--- src/rtl/dsp_alu_pkg.sv ---
package dsp_alu_pkg;
  typedef enum logic [4:0] {
    OP_ADD = 5'd0, OP_ADC = 5'd1, OP_SUB = 5'd2, OP_SBB = 5'd3,
    OP_RSUB = 5'd4, OP_RSBB = 5'd5, OP_AND = 5'd6, OP_OR = 5'd7,
    OP_XOR = 5'd8, OP_NOTX = 5'd9, OP_NOTY = 5'd10, OP_PASSX = 5'd11,
    OP_PASSY = 5'd12, OP_NEGX = 5'd13, OP_NEGY = 5'd14, OP_ABSX = 5'd15,
    OP_INCY = 5'd16, OP_DECY = 5'd17, OP_TST = 5'd18, OP_SET = 5'd19,
    OP_CLR = 5'd20, OP_TGL = 5'd21
  } aluOp_e;

  typedef enum logic [3:0] {
    CC_ALWAYS = 4'd0, CC_EQ = 4'd1, CC_NE = 4'd2, CC_LT = 4'd3,
    CC_GE = 4'd4, CC_LE = 4'd5, CC_GT = 4'd6, CC_AV = 4'd7,
    CC_NAV = 4'd8, CC_AC = 4'd9, CC_NAC = 4'd10
  } cond_e;

  // strobes from control to datapath
  typedef struct packed {
    logic exec;
    logic wrRes;
    logic wrFb;
    logic updSign;
    logic clrOv;
  } aluStrobe_t;
endpackage

--- src/rtl/dsp_alu_ctrl.sv ---
module dsp_alu_ctrl
  import dsp_alu_pkg::*;
(
  input  logic       opValid,
  input  logic [4:0] opCode,
  input  logic [3:0] condCode,
  input  logic       destFb,
  input  logic       clrOv,
  input  logic       zf,
  input  logic       nf,
  input  logic       vf,
  input  logic       cf,
  output aluStrobe_t strobe
);
  logic condTrue;
  logic opLegal;
  logic lessThan;

  assign lessThan = nf ^ vf;
  assign opLegal  = (opCode <= OP_TGL);

  // condition evaluation against stored flags
  always_comb begin
    case (condCode)
      CC_ALWAYS: condTrue = 1'b1;
      CC_EQ:     condTrue = zf;
      CC_NE:     condTrue = !zf;
      CC_LT:     condTrue = lessThan;
      CC_GE:     condTrue = !lessThan;
      CC_LE:     condTrue = lessThan | zf;
      CC_GT:     condTrue = !(lessThan | zf);
      CC_AV:     condTrue = vf;
      CC_NAV:    condTrue = !vf;
      CC_AC:     condTrue = cf;
      CC_NAC:    condTrue = !cf;
      default:   condTrue = 1'b0;
    endcase
  end

  always_comb begin
    strobe.exec    = opValid & condTrue & opLegal;
    strobe.wrRes   = strobe.exec & !destFb;
    strobe.wrFb    = strobe.exec & destFb;
    strobe.updSign = strobe.exec & (opCode == OP_ABSX);
    strobe.clrOv   = clrOv;
  end
endmodule

--- src/rtl/dsp_alu_dp.sv ---
module dsp_alu_dp
  import dsp_alu_pkg::*;
#(
  parameter int W  = 16,
  parameter int BW = $clog2(W)
) (
  input  logic          clk,
  input  logic          rstN,
  input  logic [4:0]    opCode,
  input  logic [BW-1:0] bitSel,
  input  logic [W-1:0]  xIn,
  input  logic [W-1:0]  yIn,
  input  logic          satMode,
  input  logic          ovLatchMode,
  input  aluStrobe_t    strobe,
  output logic [W-1:0]  resOut,
  output logic [W-1:0]  fbOut,
  output logic          zf,
  output logic          nf,
  output logic          vf,
  output logic          cf,
  output logic          sf
);
  localparam logic [W-1:0] MAX_POS = {1'b0, {(W-1){1'b1}}};
  localparam logic [W-1:0] MAX_NEG = {1'b1, {(W-1){1'b0}}};

  logic [W-1:0] opA, opB, logicRes, bitMask, lowSum, rawRes, resVal;
  logic [1:0]   topSum;
  logic         cin, isLogic, carryTop, carryNext, newC, newV;

  assign bitMask = {{(W-1){1'b0}}, 1'b1} << bitSel;

  // operand steering onto the single adder
  always_comb begin
    opA = '0; opB = '0; cin = 1'b0; isLogic = 1'b0; logicRes = '0;
    case (opCode)
      OP_ADD:   begin opA = xIn; opB = yIn; end
      OP_ADC:   begin opA = xIn; opB = yIn; cin = cf; end
      OP_SUB:   begin opA = xIn; opB = ~yIn; cin = 1'b1; end
      OP_SBB:   begin opA = xIn; opB = ~yIn; cin = cf; end
      OP_RSUB:  begin opA = yIn; opB = ~xIn; cin = 1'b1; end
      OP_RSBB:  begin opA = yIn; opB = ~xIn; cin = cf; end
      OP_AND:   begin isLogic = 1'b1; logicRes = xIn & yIn; end
      OP_OR:    begin isLogic = 1'b1; logicRes = xIn | yIn; end
      OP_XOR:   begin isLogic = 1'b1; logicRes = xIn ^ yIn; end
      OP_NOTX:  begin isLogic = 1'b1; logicRes = ~xIn; end
      OP_NOTY:  begin isLogic = 1'b1; logicRes = ~yIn; end
      OP_PASSX: opA = xIn;
      OP_PASSY: opA = yIn;
      OP_NEGX:  begin opB = ~xIn; cin = 1'b1; end
      OP_NEGY:  begin opB = ~yIn; cin = 1'b1; end
      OP_ABSX:  begin
        if (xIn[W-1]) begin opB = ~xIn; cin = 1'b1; end
        else opA = xIn;
      end
      OP_INCY:  begin opA = yIn; cin = 1'b1; end
      OP_DECY:  begin opA = yIn; opB = '1; end
      OP_TST:   begin isLogic = 1'b1; logicRes = xIn & bitMask; end
      OP_SET:   begin isLogic = 1'b1; logicRes = xIn | bitMask; end
      OP_CLR:   begin isLogic = 1'b1; logicRes = xIn & ~bitMask; end
      OP_TGL:   begin isLogic = 1'b1; logicRes = xIn ^ bitMask; end
      default:  ;
    endcase
  end

  // adder split so both top carries are visible
  always_comb begin
    lowSum    = {1'b0, opA[W-2:0]} + {1'b0, opB[W-2:0]} + {{(W-1){1'b0}}, cin};
    carryNext = lowSum[W-1];
    topSum    = {1'b0, opA[W-1]} + {1'b0, opB[W-1]} + {1'b0, carryNext};
    carryTop  = topSum[1];
    rawRes    = isLogic ? logicRes : {topSum[0], lowSum[W-2:0]};
    newC      = isLogic ? 1'b0 : carryTop;
    newV      = isLogic ? 1'b0 : (carryTop ^ carryNext);
    // saturation picks its value from the carry
    if (satMode && newV) resVal = carryTop ? MAX_NEG : MAX_POS;
    else                 resVal = rawRes;
  end

  always_ff @(posedge clk) begin
    if (!rstN) begin
      resOut <= '0; fbOut <= '0;
      zf <= 1'b0; nf <= 1'b0; vf <= 1'b0; cf <= 1'b0; sf <= 1'b0;
    end else begin
      if (strobe.wrRes) resOut <= resVal;
      if (strobe.wrFb)  fbOut  <= rawRes;
      if (strobe.updSign) sf <= xIn[W-1];
      if (strobe.exec) begin
        zf <= (rawRes == '0);
        nf <= rawRes[W-1];
        cf <= newC;
        vf <= ((ovLatchMode && !strobe.clrOv) ? vf : 1'b0) | newV;
      end else if (strobe.clrOv) begin
        vf <= 1'b0;
      end
    end
  end
endmodule

--- src/rtl/dsp_alu16.sv ---
module dsp_alu16
  import dsp_alu_pkg::*;
#(
  parameter int W  = 16,
  parameter int BW = $clog2(W)
) (
  input  logic          clk,
  input  logic          rstN,
  input  logic          opValid,
  input  logic [4:0]    opCode,
  input  logic [BW-1:0] bitSel,
  input  logic [W-1:0]  xIn,
  input  logic [W-1:0]  yIn,
  input  logic          destFb,
  input  logic [3:0]    condCode,
  input  logic          satMode,
  input  logic          ovLatchMode,
  input  logic          clrOv,
  output logic [W-1:0]  resOut,
  output logic [W-1:0]  fbOut,
  output logic          zeroFlag,
  output logic          negFlag,
  output logic          ovfFlag,
  output logic          carryFlag,
  output logic          signFlag
);
  aluStrobe_t strobe;

  dsp_alu_ctrl u_ctrl (
    .opValid(opValid), .opCode(opCode), .condCode(condCode),
    .destFb(destFb), .clrOv(clrOv),
    .zf(zeroFlag), .nf(negFlag), .vf(ovfFlag), .cf(carryFlag),
    .strobe(strobe)
  );

  dsp_alu_dp #(.W(W), .BW(BW)) u_dp (
    .clk(clk), .rstN(rstN), .opCode(opCode), .bitSel(bitSel),
    .xIn(xIn), .yIn(yIn), .satMode(satMode), .ovLatchMode(ovLatchMode),
    .strobe(strobe), .resOut(resOut), .fbOut(fbOut),
    .zf(zeroFlag), .nf(negFlag), .vf(ovfFlag), .cf(carryFlag), .sf(signFlag)
  );
endmodule

--- config.mk ---
export PLATFORM = sky130hd
export DESIGN_NAME = dsp_alu16
export DESIGN_NICKNAME = d
export VERILOG_FILES = /design/src/rtl/dsp_alu_pkg.sv /design/src/rtl/dsp_alu_ctrl.sv /design/src/rtl/dsp_alu_dp.sv /design/src/rtl/dsp_alu16.sv
export SDC_FILE = /design/constraint.sdc
export NUM_CORES = 1
export LEC_CHECK = 0
export ABC_CLOCK_PERIOD_IN_PS = 5500
export BUFFER_PORTS_ARGS = -buffer_cell sky130_fd_sc_hd__buf_2
export CORE_ASPECT_RATIO = 1.25
export CORE_MARGIN = 2
export CORE_UTILIZATION = 53
export CTS_BUF_LIST = sky130_fd_sc_hd__clkbuf_2
export DETAILED_ROUTE_END_ITERATION = 8
export HOLD_SLACK_MARGIN = 0.12
export PLACE_DENSITY_LB_ADDON = 0.12
export RECOVER_POWER = 100
export SLEW_MARGIN = 25
export SYNTH_ARGS = -nofsm -noshare
export SYNTH_HDL_FRONTEND = slang
export SYNTH_SLANG_ARGS = --single-unit
--- constraint.sdc ---
create_clock -name clk -period 5.5 [get_ports clk]
set_input_delay 0.55 -clock clk [delete_from_list [all_inputs] [get_ports clk]]
set_output_delay 0.55 -clock clk [all_outputs]
set_load 0.005 [all_outputs]
==> Yosys cells after proc, flatten, opt, wreduce, memory -nomap -nowiden <==
Index checks and enable logic that the tools add are counted.
Widths: inputs -> output; s select.
{ "word_totals": {"reg_bits": 37, "latchBits": 0, "ramBits": 0, "rom_bits": 0, "in_bits": 52, "out_inout_bits": 37, "elab_cells": 101, "n_memories": 0} }
{ "op_classes": {"addsub": 4, "mul": 0, "div": 0, "order_cmp": 1, "eq_ne": 31, "shifts": 1, "n_mux": 17, "bitwise": 19, "reduce_logical": 21} }
{ "ops": {"columns": ["op", "count"], "rows": [
  ["$pmux 16 s9", 1],
  ["$pmux 16 s5", 1],
  ["$mux 16", 4],
  ["$and 16x16->16", 3],
  ["$not 16->16", 3],
  ["$pmux 16 s3", 1],
  ["$eq 5x4->1 const B", 8],
  ["$or 16x16->16", 2],
  ["$xor 16x16->16", 2],
  ["$eq 5x5->1 const B", 6],
  ["$eq 5x3->1 const B", 4],
  ["$add 15x15->16", 1],
  ["$add 16x1->16", 1],
  ["$eq 4x3->1 const B", 4],
  ["$logic_not 16->1", 1],
  ["$shl 1x4->16 const A", 1],
  ["$mux 15", 1],
  ["$reduce_or 5->1", 3],
  ["$eq 4x4->1 const B", 3],
  ["$pmux 1 s11", 1],
  ["$eq 5x2->1 const B", 2],
  ["$reduce_or 3->1", 3],
  ["$reduce_or 9->1", 1],
  ["$eq 4x2->1 const B", 2],
  ["other kinds (16)", 35]
]} }

==> Logic depth before layout (Yosys ltp) <==
Gate-level depths: netlist of the first run.
{ "depth": {"word_depth": 10, "ltp_mapped": 24, "mapped_depth_nobuf": 21} }

==> Modules after synthesis <==
From an unflattened synthesis of the first run, not the netlist that was laid out.
{ "hier_totals": {"cells_unflattened": 647, "area_unflattened_um2": 4677.0} }
{ "by_module_without_submodules": {"columns": ["mod", "instances", "cells_each", "area_each_um2", "seq_area_each_um2"], "rows": [
  ["dsp_alu_dp", 1, 617, 4478.0, 740.7],
  ["dsp_alu_ctrl", 1, 30, 198.9, 0.0]
]} }

==> Worst setup path after synthesis of the first run <==
No wires, ideal clock.
{ "synth_path": {"path_kind": "input to register", "start": "in opCode[0]", "end": "reg u_dp.zf", "setup_time_ps": 69, "t_arrival_ps": 5621, "t_required_ps": 5431, "slack_ps": -190, "path_stages": 24, "path_buffers": 5, "path_cell_list": "buf_2 buf_2 buf_1 clkbuf_1 o21ai_0 a21o_1 buf_1 nor2_1 a211oi_1 o21ai_0 fa_1 a211oi_1 o21ai_0 and2_1 a21o_1 a41o_1 fa_1 o21ai_0 nand4_1 or4_1 or4_1 nor4b_2 nand4_1 o21ai_1"} }
{ "synth_between": {"elab_chain_cells": 8, "elab_cells_between_ends": 43, "cone_classes": "4 x add/sub; 1 x order compare; 21 x eq/ne; 6 x mux; 1 x bitwise; 10 x reduce/logical"} }
{ "synth_rtl": {"columns": ["element", "line", "source"], "rows": [
  ["start: declaration", "dsp_alu16.sv:10", "input logic [4:0] opCode,"],
  ["$eq 5x4->1 (tied with other cells)", "dsp_alu_dp.sv:36", "case (opCode)"],
  ["$reduce_or 5->1 (no line) (tied with other cells)", null, null],
  ["$pmux 16 s3 / $pmux 16 s5 (equally long branches)", "dsp_alu_dp.sv:36", null],
  ["$add 15x15->16", "dsp_alu_dp.sv:68", "lowSum = {1'b0, opA[W-2:0]} + {1'b0, opB[W-2:0]} + {{(W-1){1'b0}}, cin};"],
  ["$add 16x1->16", "dsp_alu_dp.sv:68", null],
  ["$add 2x1->2", "dsp_alu_dp.sv:70", "topSum = {1'b0, opA[W-1]} + {1'b0, opB[W-1]} + {1'b0, carryNext};"],
  ["$mux 16", "dsp_alu_dp.sv:72", "rawRes = isLogic ? logicRes : {topSum[0], lowSum[W-2:0]};"],
  ["$logic_not 16->1", "dsp_alu_dp.sv:89", "zf <= (rawRes == '0);"],
  ["end signal: assignment", "dsp_alu_dp.sv:89", null],
  ["end: declaration", "dsp_alu_dp.sv:18", "output logic zf,"]
]} }
Several ways; a longest one is shown, not always the timed one.
A chain may end at the register's enable or synchronous reset.

==> Worst setup path after layout of the first run <==
{ "layout_path": {"start": "in opCode[4]", "end": "reg u_dp.zf"} }
Same word-level chain as after synthesis.

==> key figures, run 1 <==
Pwr
  • Internal power component: around 0.45 mW
  • PwrDens: roughly 140 nW/um^2
  • Static power due to leakage: about 2.1 nW
  • Logic pwr share: around 50%
  • Flop pwr share: 36.0%
  • Clock network fraction of total power: about 15%
  • Reported net switching power: ~0.33 mW
  • Overall power consumption: approximately 0.8 mW
  • VDD IR max: around 0.054 mV
  • Proportion of total power due to net switching: about 42%

Clocking
  • Number of sinks on the clock net: 37
  • Library cell used as clock root buffer: clkbuf_2
  • Post-CTS Setup Inserts: 0
  • TritonCTS clock tree: done
  • Number of buffers on the longest clock path: 2
  • Post-cts resize count: 0
  • Clock insertion delay at the later pin of the skew report: roughly 0.42 ns
  • # H-tree levels: 2
  • CTS Hold Bufs: 0
  • Clock transition at path regs: 0.17 ns
  • Clock buffer count from CTS: 5

Critical path
  • Worst setup path category: primary input to register
  • Worst reg2reg endpoint: u_dp.zf
  • Worst reg-to-reg setup slack: 0.91 ns
  • Startpoint Class: primary input
  • Start of the worst register-to-register path: u_dp.cf
  • Worst R2R Path Depth: 18
  • Largest fanout of any net on the critical path: 13
  • WP data required: 5.86 ns
  • Type of destination of the critical path: register
  • Arrival @ worst endpoint: 5.44 ns

STA
  • Post-route fraction of the period consumed by the critical path: between 90 and 100%
  • Final Critical Period: a little over 5 ns
  • Setup repair after global routing missed its margin: no
  • Hold violation total from the final report: 0
  • Max-slew headroom at the worst pin: 28.71%
  • Clock skew after layout: 0.005038 ns
  • Fmax achieved: roughly 200 MHz
  • Total negative slack for setup checks: 0 ns
  • Transition at the pin with the smallest max-transition slack: 1.042 ns
  • Final number of setup-violating endpoints: 0
  • Number of max-slew violations in the final report: 0

Final layout
  • Area of the multi-input gates: 3842 sq um
  • Reg area: about 740 sq um
  • Share of final-layout standard cells stronger than drive strength 1: roughly 16%
  • Synth-to-layout area growth: 11.93%
  • Number of diodes added for antenna fixing: 0
  • Finished Cell Area: about 5400 sq um
  • Layout fillers: roughly 890
  • Number of nets in the layout: 807

Global route
  • Number of global-route vias before repair: ~5.3k
  • Number of antenna violations at the first check in global routing: 0
  • GR Util All Layers: 35.46%
  • First-pass GRT wire length: 27540 um
  • Pin count of the biggest net entering global routing: 28
  • Congestion Overflow GR: 0

Synthesis
  • Top cell type's share of synthesized area: 15.29%
  • Yosys reg bits: 37
  • Area share of fa/ha/maj cells after synthesis: 4.855%
  • Synthesized area: ~4800 sq um
  • Post-synthesis instance total: 663
  • Average instance area after synthesis: 7.307 sq um
  • Post-synth cell types: 90
  • Dominant cell type by area after synthesis: dfxtp_1
  • Number of enable flip-flop cells after synthesis: 0
  • Number of warnings reported in the yosys synthesis log: 0
  • Share of synthesized area spent on multiplexers: under 10%
  • FFs w/ async S/R, synth: 0%
  • Share of synthesized cell area in and, or, nand and nor gates: between 20% and 30%
  • Primary FF master, synth: dfxtp_1
  • XOR/XNOR share of the synthesized area: approximately 4.4%
  • Top cells by area in the synthesized netlist: dfxtp_1 15%, o21ai_0 6.6%, nor2_1 6.1%, nand2_1 3.7%, ha_1 3.6%
  • Dominant combinational cell family by area after synthesis: compound AO/OA/AOI/OAI gates
  • Complex-gate fraction of the synthesized area: 37.94%
  • Top post-synthesis cells by count: 79 x nor2_1, 64 x o21ai_0, 48 x nand2_1
  • Sequential element share of the synthesized area: between 10% and 20%
  • Top-count cell post-synth: nor2_1
  • Synth Net Count: 732

Detailed routing
  • Total routed wirelength: 17780 um
  • Antenna-violating nets left: 0
  • Via count: 5743
  • DRC violation total after the first TritonRoute iteration: approximately 520
  • Pre-Repair DR Iteration Count: 5
  • DRC violations left: 0
  • Detailed-route vias per instance: 6.670
  • Avg WL per Cell: 20.65 um

Floorplanning
  • Die width: around 90 um
  • Std-Cell Core Area: 9027 sq um
  • Die height: approximately 110 um
  • Count of standard-cell rows: 39
  • Top-level port count: 89
  • Total Die Area: between 9000 and 10000 sq um
  • Starting density of the core: 53.67%

Min path
  • Hold path startpoint: clrOv
  • WHS Endpoint: u_dp.vf
  • Hold Path Stages: 2
  • Hold WC Path Type: primary input to register

Placed design
  • Routability-driven placement congestion ratio: ~1.0
  • Placed cell area: 5435 sq um
  • Sum of net half-perimeters after detailed placement: around 14000 um
  • Number of buffers inserted by port buffering: between 80 and 90

Outcome
  • Run status: completed

Run
  • Max Cap Violations: 0
per-layer routing:
| metal | wire length, um | GRT usage [%] |
|---|---|---|
| met5 | 0 | 0 |
| met4 | 775 | 13.93 |
| met3 | 1672 | 4.468 |
| met2 | 8220 | 57.14 |
| met1 | 7110 | 47.16 |
kinds of logic after synthesis:
logic type | count (synthesis)
fa+ha+maj | 17
compound gates | 259
flops | 37
xor+xnor | 20
mux | 15
buf+inv | 58
simple gates | 257
placed cells by master, fill, tap and decap left out, types with 7 or more instances in the layout:
master	instances
xnor2_1	13
nand2_1	48
mux2i_1	12
nor3b_1	10
nand3_1	16
o211ai_1	16
nand2b_1	13
a21oi_1	34
nand3b_1	8
buf_4	27
nor2b_1	11
nor2_1	80
a211o_1	7
ha_1	14
a211oi_1	19
buf_2	62
inv_1	9
a21boi_0	8
a21o_1	8
o21ai_0	64
clkbuf_1	28
dfxtp_1	37
o2111ai_1	12
a22o_1	16
nor3_1	17
flip-flops by register name, summed over array words and instances, names as in the netlist:
register / count
u_dp.sf: 1
u_dp.zf: 1
u_dp.resOut: 16
u_dp.vf: 1
u_dp.cf: 1
u_dp.nf: 1
u_dp.fbOut: 16
worst max-delay path, cell delays in order:
cell,delay (ns)
buf_2,0.19
buf_4,0.20
clkbuf_1,0.54
o21ai_0,0.27
fa_1,0.47
a211oi_1,0.31
o21ai_0,0.17
and2_0,0.22
a21o_1,0.19
a41o_1,0.28
fa_1,0.47
o21ai_0,0.11
nand4_1,0.15
or4_1,0.41
or4_1,0.42
nor4b_2,0.27
nand4_1,0.11
o21ai_1,0.09
how the worst max path moves through the flow:
stage / slack [ns] / cells after the start / endpoint / from
floorplan: 0.04 / 24 / u_dp.zf / opCode[0]
CTS: 0.63 / 21 / u_dp.zf / opCode[3]
global placement: 0.34 / 21 / u_dp.zf / opCode[3]
global route: 0.19 / 18 / u_dp.zf / opCode[4]
finish: 0.42 / 18 / u_dp.zf / opCode[4]
detailed placement: 0.18 / 21 / u_dp.zf / opCode[3]
final cells by class:
cell class / instances / area share [%]
flip-flops and latches: 37 / 13.66
clock buffers: 6 / 0.5538
inverters: 9 / 0.6230
multi-input cells: 568 / 70.86
well taps: 123 / 2.838
clock inverters: 1 / 0.06922
repair buffers: 117 / 11.40
power by group through the flow:
stage	combinational (mW)	sequential [mW]	clock [mW]
floorplan	0.242	0.287	0
global placement	0.369	0.286	0
detailed placement	0.371	0.287	0
CTS	0.374	0.281	0.122
global route	0.412	0.283	0.132
finish	0.382	0.281	0.119
stage by stage:
stage	hold slack [ns]	util [%]	cells	setup WS, ns
6_report	0.3217	60.07	861	0.4227
4_1_cts	0.3035	60.58	861	0.6261
5_1_grt	0.3052	60.07	861	0.1888
3_3_place_gp	0.4332	60.08	854	0.3363
3_5_place_dp	0.4399	60.21	854	0.1804
2_1_floorplan	0.4431	-	663	0.03502
Note: power is estimated with default switching activity, not from simulation.
==> run 2, diff against run 1 <==
--- a/config.mk
+++ b/config.mk
@@ -5,7 +5,7 @@
 export SDC_FILE = /design/constraint.sdc
 export NUM_CORES = 1
 export LEC_CHECK = 0
-export ABC_CLOCK_PERIOD_IN_PS = 5500
+export ABC_CLOCK_PERIOD_IN_PS = 6200
 export BUFFER_PORTS_ARGS = -buffer_cell sky130_fd_sc_hd__buf_2
 export CORE_ASPECT_RATIO = 1.25
 export CORE_MARGIN = 2
==> constraint.sdc (replaced) <==
create_clock -name clk -period 6.2 [get_ports clk]
set_input_delay 0.62 -clock clk [delete_from_list [all_inputs] [get_ports clk]]
set_output_delay 0.62 -clock clk [all_outputs]
set_load 0.005 [all_outputs]
==> key figures, run 2 (synthesis results as in run 1) <==
Outcome
  • Run status: completed

Detailed routing
  • DRC violations left: 0 (unchanged)
  • Antenna-violating nets left: 0 (unchanged)
  • Avg WL per Cell: 20.19 um (-2.2%)
  • DRC violation total after the first TritonRoute iteration: 437 (-16%)
  • Total routed wirelength: 17110 um (-3.8%)
  • Pre-Repair DR Iteration Count: 6 (+1)
  • Via count: 5677 (-1.1%)
  • Detailed-route vias per instance: 6.702 (+0.48%)

Critical path
  • Worst path bufs/invs: 2 (-1)
  • Worst setup path category: primary input to register
  • Type of destination of the critical path: register
  • Maximum single-stage delay on the critical path: 0.50 ns (-0.04 ns)
  • Cell with the largest stage delay on the worst path: fa_1
  • Cell family contributing the most delay on the critical path: simple AND/OR/NAND/NOR gates
  • WP data required: 6.53 ns (+0.67 ns)
  • Series of cell instances along the critical path: buf_2 -> nor2b_1 -> o21ai_0 -> a21o_1 -> nor2_1 -> a211oi_1 -> o21a_1 -> inv_1 -> ha_1 -> a211oi_1 -> o21ai_0 -> and2_0 -> a21o_1 -> a41o_1 -> fa_1 -> o21ai_0 -> nand4_1 -> or4_1 -> or4_1 -> nor4b_2 -> nand4_1 -> o21ai_0
  • Startpoint Class: primary input
  • Arrival @ worst endpoint: 5.91 ns (+0.47 ns)
  • Largest fanout of any net on the critical path: 25 (+12)
  • Most used cell, CP: o21ai_0

Final layout
  • Most common cell after layout, fill and taps aside: nor2_1
  • Final standard cell count with taps included and fillers excluded: 847 (-1.6%)
  • Number of nets in the layout: 793 (-1.7%)
  • Largest registers in the final layout: u_dp.fbOut (16), u_dp.resOut (16)
  • Most used cells in the layout excluding fill and tap cells: 79 x nor2_1, 66 x o21ai_0, 60 x buf_2
  • Share of final-layout standard cells stronger than drive strength 1: 15.06% (-1.3 points)
  • Synth-to-layout area growth: 10.02%
  • Layout fillers: 877 (-1.1%)
  • Number of diodes added for antenna fixing: 0 (unchanged)

STA
  • Hold violation total from the final report: 0 (unchanged)
  • Worst hold margin: 0.4203 ns (+0.09854 ns)
  • Setup repair after global routing missed its margin: no
  • Post-route fraction of the period consumed by the critical path: 89.89%
  • Clock skew after layout: 0.01276 ns (+0.007719 ns)
  • Number of max-slew violations in the final report: 0 (unchanged)
  • Fmax achieved: about 180 MHz
  • Max-slew headroom at the worst pin: 31.86% (+3.2 points)
  • Final Critical Period: 5.573 ns
  • Transition at the pin with the smallest max-transition slack: 1.022 ns (-0.02032 ns)
  • Total negative slack for setup checks: 0 ns (unchanged)
  • Final number of setup-violating endpoints: 0 (unchanged)

Clocking
  • Clock buffer count from CTS: 5 (unchanged)
  • TritonCTS clock tree: done
  • Post-cts resize count: 0 (unchanged)
  • # H-tree levels: 2 (unchanged)
  • Number of buffers on the longest clock path: 2 (unchanged)
  • Clock transition at path regs: 0.17 ns (about the same)
  • CTS Hold Bufs: 0 (unchanged)
  • Clock insertion delay at the later pin of the skew report: 0.39 ns (-0.03 ns)
  • Post-CTS Setup Inserts: 0 (unchanged)
  • Number of sinks on the clock net: 37 (unchanged)
  • Library cell used as clock root buffer: clkbuf_2

Pwr
  • VDD IR max: 0.06387 mV (+19%)
  • Overall power consumption: 0.6829 mW (-13%)
  • PwrDens: 128.1 nW/um^2 (-11%)
  • Internal power component: 0.3944 mW (-12%)
  • Logic pwr share: 48.6% (-0.2 points)
  • Static power due to leakage: 1.998 nW (-2.9%)
  • Clock network fraction of total power: 14.9% (-0.3 points)
  • Proportion of total power due to net switching: 42.24% (-0.16 points)
  • Flop pwr share: 36.5% (+0.5 points)
  • Reported net switching power: 0.2885 mW (-13%)

Global route
  • GR Util All Layers: 34.20% (-1.3 points)
  • First-pass GRT wire length: 27020 um (-1.9%)
  • Pin count of the biggest net entering global routing: 30 (+7.1%)
  • Number of antenna violations at the first check in global routing: 0 (unchanged)
  • Number of global-route vias before repair: 5206 (-1.2%)
  • Congestion Overflow GR: 0 (unchanged)

Floorplanning
  • Die width: 89.52 um (unchanged)
  • Top-level port count: 89 (unchanged)
  • Count of standard-cell rows: 39 (unchanged)
  • Die height: 110.9 um (unchanged)
  • Starting density of the core: 53.67% (unchanged)
  • Std-Cell Core Area: 9027 sq um (unchanged)
  • Total Die Area: 9927 sq um (unchanged)

Placed design
  • Number of buffers inserted by port buffering: 88 (unchanged)
  • Sum of net half-perimeters after detailed placement: 13080 um (-5.3%)
  • Routability-driven placement congestion ratio: 1.013 (-2.0%)
  • Total placed cells including tap cells: 840 (-1.6%)

Min path
  • Hold WC Path Type: primary input to register

Run
  • Max Cap Violations: 0 (unchanged)
-- run 2: cell types whose count changed in the layout (fill, tap and decap cells not counted), sizes merged --
cell	delta
buf	-13
clkbuf	-1
-- run 2: routing by layer --
metal | global-route usage [%] | vias up | routed length (um)
met5 | 0 | - | 0
met4 | 15.12 | 0 | 736
met3 | 6.255 | 57 | 1471
met2 | 53.58 | 300 | 7918
met1 | 44.96 | 2648 | 6978
li1 | - | 2672 | -
-- run 2: worst paths after layout --
path	startpoint	endpoint	slack, ns	cells past startpoint
max	opCode[2]	u_dp.zf	0.63	22
min	clrOv	u_dp.vf	0.42	2
max reg2reg	u_dp.cf	u_dp.zf	1.56	18
min reg2reg	u_dp.resOut[11]	u_dp.resOut[11]	0.47	2
-- run 2: power by group through the flow --
| stage | Combinational [mW] | Clock (mW) | Sequential [mW] |
|---|---|---|---|
| finish | 0.332 | 0.102 | 0.249 |
| CTS | 0.325 | 0.103 | 0.249 |
| global placement | 0.316 | 0 | 0.254 |
| detailed placement | 0.323 | 0 | 0.254 |
| floorplan | 0.215 | 0 | 0.255 |
| global route | 0.359 | 0.112 | 0.251 |
-- run 2: worst register-to-register path: stages (launching register included) --
cell	delay, ns
dfxtp_1	0.42
inv_1	0.05
a2111oi_0	0.35
a21oi_1	0.07
o21ai_0	0.26
fa_1	0.30
a211oi_1	0.10
o21ai_0	0.21
and2_0	0.27
a21o_1	0.16
a41o_1	0.36
fa_1	0.45
o21ai_0	0.11
nand4_1	0.16
or4_1	0.42
or4_1	0.42
nor4b_2	0.26
nand4_1	0.11
o21ai_0	0.10
-- run 2: through the flow --
step / setup slack [ns] / utilization [%] / instance area (sq um)
6_report: 0.6266 / 59.04 / 5330
4_1_cts: 0.6933 / 59.43 / 5365
2_1_floorplan: 0.4398 / - / 4845
5_1_grt: 0.1994 / 59.04 / 5330
3_3_place_gp: 0.4391 / 59.06 / 5331
3_5_place_dp: 0.2677 / 59.06 / 5331
-- run 2: area by class of cell --
class | instances | area (sq um) | share of cell area, %
well taps | 123 | 153.9 | 2.887
multi-input cells | 568 | 3837 | 72.00
repair buffers | 103 | 530.5 | 9.953
inverters | 9 | 33.78 | 0.6338
flip-flops and latches | 37 | 740.7 | 13.90
clock buffers | 6 | 30.03 | 0.5634
clock inverters | 1 | 3.754 | 0.07042
==> run 3, diff against run 2 <==
--- a/config.mk
+++ b/config.mk
@@ -7,9 +7,11 @@
 export LEC_CHECK = 0
 export ABC_CLOCK_PERIOD_IN_PS = 6200
 export BUFFER_PORTS_ARGS = -buffer_cell sky130_fd_sc_hd__buf_2
+export CELL_PAD_IN_SITES_DETAIL_PLACEMENT = 0
+export CELL_PAD_IN_SITES_GLOBAL_PLACEMENT = 2
 export CORE_ASPECT_RATIO = 1.25
 export CORE_MARGIN = 2
-export CORE_UTILIZATION = 53
+export CORE_UTILIZATION = 35
 export CTS_BUF_LIST = sky130_fd_sc_hd__clkbuf_2
 export DETAILED_ROUTE_END_ITERATION = 8
 export HOLD_SLACK_MARGIN = 0.12
==> key figures, run 3 (synthesis results as in run 1) <==
STA
  • Fmax achieved: 178.0 MHz (-0.81%)
  • Clock skew after layout: 0.004327 ns (-0.008431 ns)
  • Transition at the pin with the smallest max-transition slack: 1.042 ns (+0.01994 ns)
  • Max-slew headroom at the worst pin: 30.28% (-1.6 points)
  • Total negative slack for setup checks: 0 ns (unchanged)
  • Number of max-slew violations in the final report: 0 (unchanged)
  • Final number of setup-violating endpoints: 0 (unchanged)
  • Setup repair after global routing missed its margin: no
  • Final worst setup slack: 0.5813 ns (-0.04529 ns)
  • Post-route fraction of the period consumed by the critical path: 90.62% (+0.73 points)
  • Hold violation total from the final report: 0 (unchanged)
  • Final Critical Period: 5.619 ns (+0.04529 ns)

Pwr
  • VDD IR max: 0.1000 mV (+57%)
  • Reported net switching power: 0.3010 mW (+4.4%)
  • Logic pwr share: 48.1% (-0.5 points)
  • Static power due to leakage: 2.036 nW (+1.9%)
  • Proportion of total power due to net switching: 43.07% (+0.83 points)
  • Internal power component: 0.3980 mW (+0.89%)
  • Flop pwr share: 35.7% (-0.8 points)
  • Overall power consumption: 0.6990 mW (+2.4%)
  • Clock network fraction of total power: 16.2% (+1.3 points)
  • PwrDens: 128.8 nW/um^2 (+0.49%)

Placed design
  • Number of buffers inserted by port buffering: 88 (unchanged)
  • Worst setup timing slack at the placement stage: 0.2264 ns (-0.04127 ns)
  • Sum of net half-perimeters after detailed placement: 14720 um (+13%)
  • Routability-driven placement congestion ratio: 0.9277 (-8.4%)

Clocking
  • Post-cts resize count: 0 (unchanged)
  • Clock buffer count from CTS: 5 (unchanged)
  • Library cell used as clock root buffer: clkbuf_2
  • Number of sinks on the clock net: 37 (unchanged)
  • CTS Hold Bufs: 0 (unchanged)
  • TritonCTS clock tree: done
  • # H-tree levels: 2 (unchanged)
  • Post-CTS Setup Inserts: 0 (unchanged)
  • Number of buffers on the longest clock path: 2 (unchanged)
  • Clock insertion delay at the later pin of the skew report: 0.41 ns (+0.02 ns)
  • Clock transition at path regs: 0.18 ns (about the same)

Floorplanning
  • Die height: 135.5 um (+22%)
  • Count of standard-cell rows: 48 (+23%)
  • Starting density of the core: 35.38% (-18 points)
  • Die width: 109.2 um (+22%)
  • Std-Cell Core Area: 13690 sq um (+52%)
  • Top-level port count: 89 (unchanged)
  • Total Die Area: 14810 sq um (+49%)

Global route
  • First-pass GRT wire length: 28810 um (+6.6%)
  • Global routing met3 resource utilization: 2.549% (-3.7 points)
  • Met1 track utilization from global routing: 33.21% (-12 points)
  • Pin count of the biggest net entering global routing: 28 (-6.7%)
  • Congestion Overflow GR: 0 (unchanged)
  • GR Util All Layers: 25.28% (-8.9 points)
  • Number of antenna violations at the first check in global routing: 1 (+1)
  • Number of global-route vias before repair: 5173 (-0.63%)
  • Most crowded layer after global routing: met2
  • Global routing usage on met2: 42.41% (-11 points)

Critical path
  • Critical path origin: opCode[3]
  • Cell family contributing the most delay on the critical path: simple AND/OR/NAND/NOR gates
  • Type of destination of the critical path: register
  • Maximum single-stage delay on the critical path: 0.80 ns (+0.30 ns)
  • Arrival @ worst endpoint: 5.98 ns (+0.07 ns)
  • WP data required: 6.56 ns (+0.03 ns)
  • Startpoint Class: primary input
  • Largest fanout of any net on the critical path: 17 (-32%)
  • Worst setup path category: primary input to register
  • Series of cell instances along the critical path: buf_2 -> or3b_1 -> nor2_1 -> a211oi_1 -> o21a_1 -> inv_1 -> ha_1 -> a211oi_1 -> o21ai_0 -> and2_0 -> a21o_1 -> a41o_1 -> fa_1 -> o21ai_0 -> nand4_1 -> or4_1 -> or4_1 -> nor4b_1 -> nand4_1 -> o21ai_1
  • Worst path bufs/invs: 2 (unchanged)
  • Worst reg-to-reg setup slack: 1.36 ns (-0.20 ns)
  • Start of the worst register-to-register path: u_dp.cf
  • Cell with the largest stage delay on the worst path: nor2_1

Final layout
  • Final core utilization: 39.65% (-19 points)
  • Synth-to-layout area growth: 12.06%
  • Largest registers in the final layout: u_dp.fbOut (16), u_dp.resOut (16)
  • Most used cells in the layout excluding fill and tap cells: 79 x nor2_1, 65 x o21ai_0, 64 x buf_2
  • Most common cell after layout, fill and taps aside: nor2_1
  • Number of nets in the layout: 796 (+0.38%)
  • Share of final-layout standard cells stronger than drive strength 1: 15.93% (+0.88 points)

Detailed routing
  • Pre-Repair DR Iteration Count: 6 (unchanged)
  • Antenna-violating nets left: 0 (unchanged)
  • DRC violation total after the first TritonRoute iteration: 476 (+8.9%)
  • DRC violations left: 0 (unchanged)
  • Avg WL per Cell: 20.84 um (+3.2%)
  • Via count: 5554 (-2.2%)
  • Detailed-route vias per instance: 6.144 (-8.3%)
  • Total routed wirelength: 18840 um (+10%)

Run
  • Max Cap Violations: 0 (unchanged)

Outcome
  • Run status: completed

Min path
  • Hold WC Path Type: primary input to register
  • Hold path startpoint: clrOv
-- run 3: changes by cell type in the layout (fill, tap and decap cells not counted), sizes merged --
| cell | change |
|---|---|
| buf | +6 |
| clkbuf | -3 |
| clkinv | +1 |
| diode | +1 |
-- run 3: worst paths after layout --
kind / cells past startpoint / end
worst max-delay path: 20 / u_dp.zf
worst min-delay path: 2 / u_dp.vf
worst max register to register: 18 / u_dp.zf
worst min register to register: 2 / u_dp.resOut[7]
-- run 3: metal layers --
metal / part of all wire (%) / vias up / routed length (um)
li1: - / 2684 / -
met1: 43 / 2566 / 8036
met2: 47 / 265 / 8827
met3: 7.1 / 39 / 1339
met4: 3.4 / 0 / 635
met5: 0 / - / 0
-- run 3: power groups by stage --
stage / Combinational (mW) / Clock, mW / Sequential (mW)
detailed placement: 0.332 / 0 / 0.255
global placement: 0.331 / 0 / 0.254
global route: 0.367 / 0.124 / 0.251
floorplan: 0.215 / 0 / 0.255
finish: 0.336 / 0.113 / 0.250
CTS: 0.335 / 0.117 / 0.250
-- run 3: cell type report --
type                       instances  area, sq um
clock inverter                     2        10.01
inverter                           9        33.78
timing repair buffer             106        554.3
tap                              175        219.0
fill                            1492         8264
sequential                        37        740.7
multi-input combinational        568         3839
antenna                            1        2.502
clock buffer                       6        30.03
-- run 3: through the flow --
step / cells / cell area (sq um) / hold WS, ns
2_1_floorplan: 663 / 4845 / 0.4431
3_3_place_gp: 895 / 5418 / 0.4364
3_5_place_dp: 895 / 5426 / 0.4373
4_1_cts: 903 / 5466 / 0.3705
5_1_grt: 904 / 5429 / 0.3703
6_report: 904 / 5429 / 0.3970
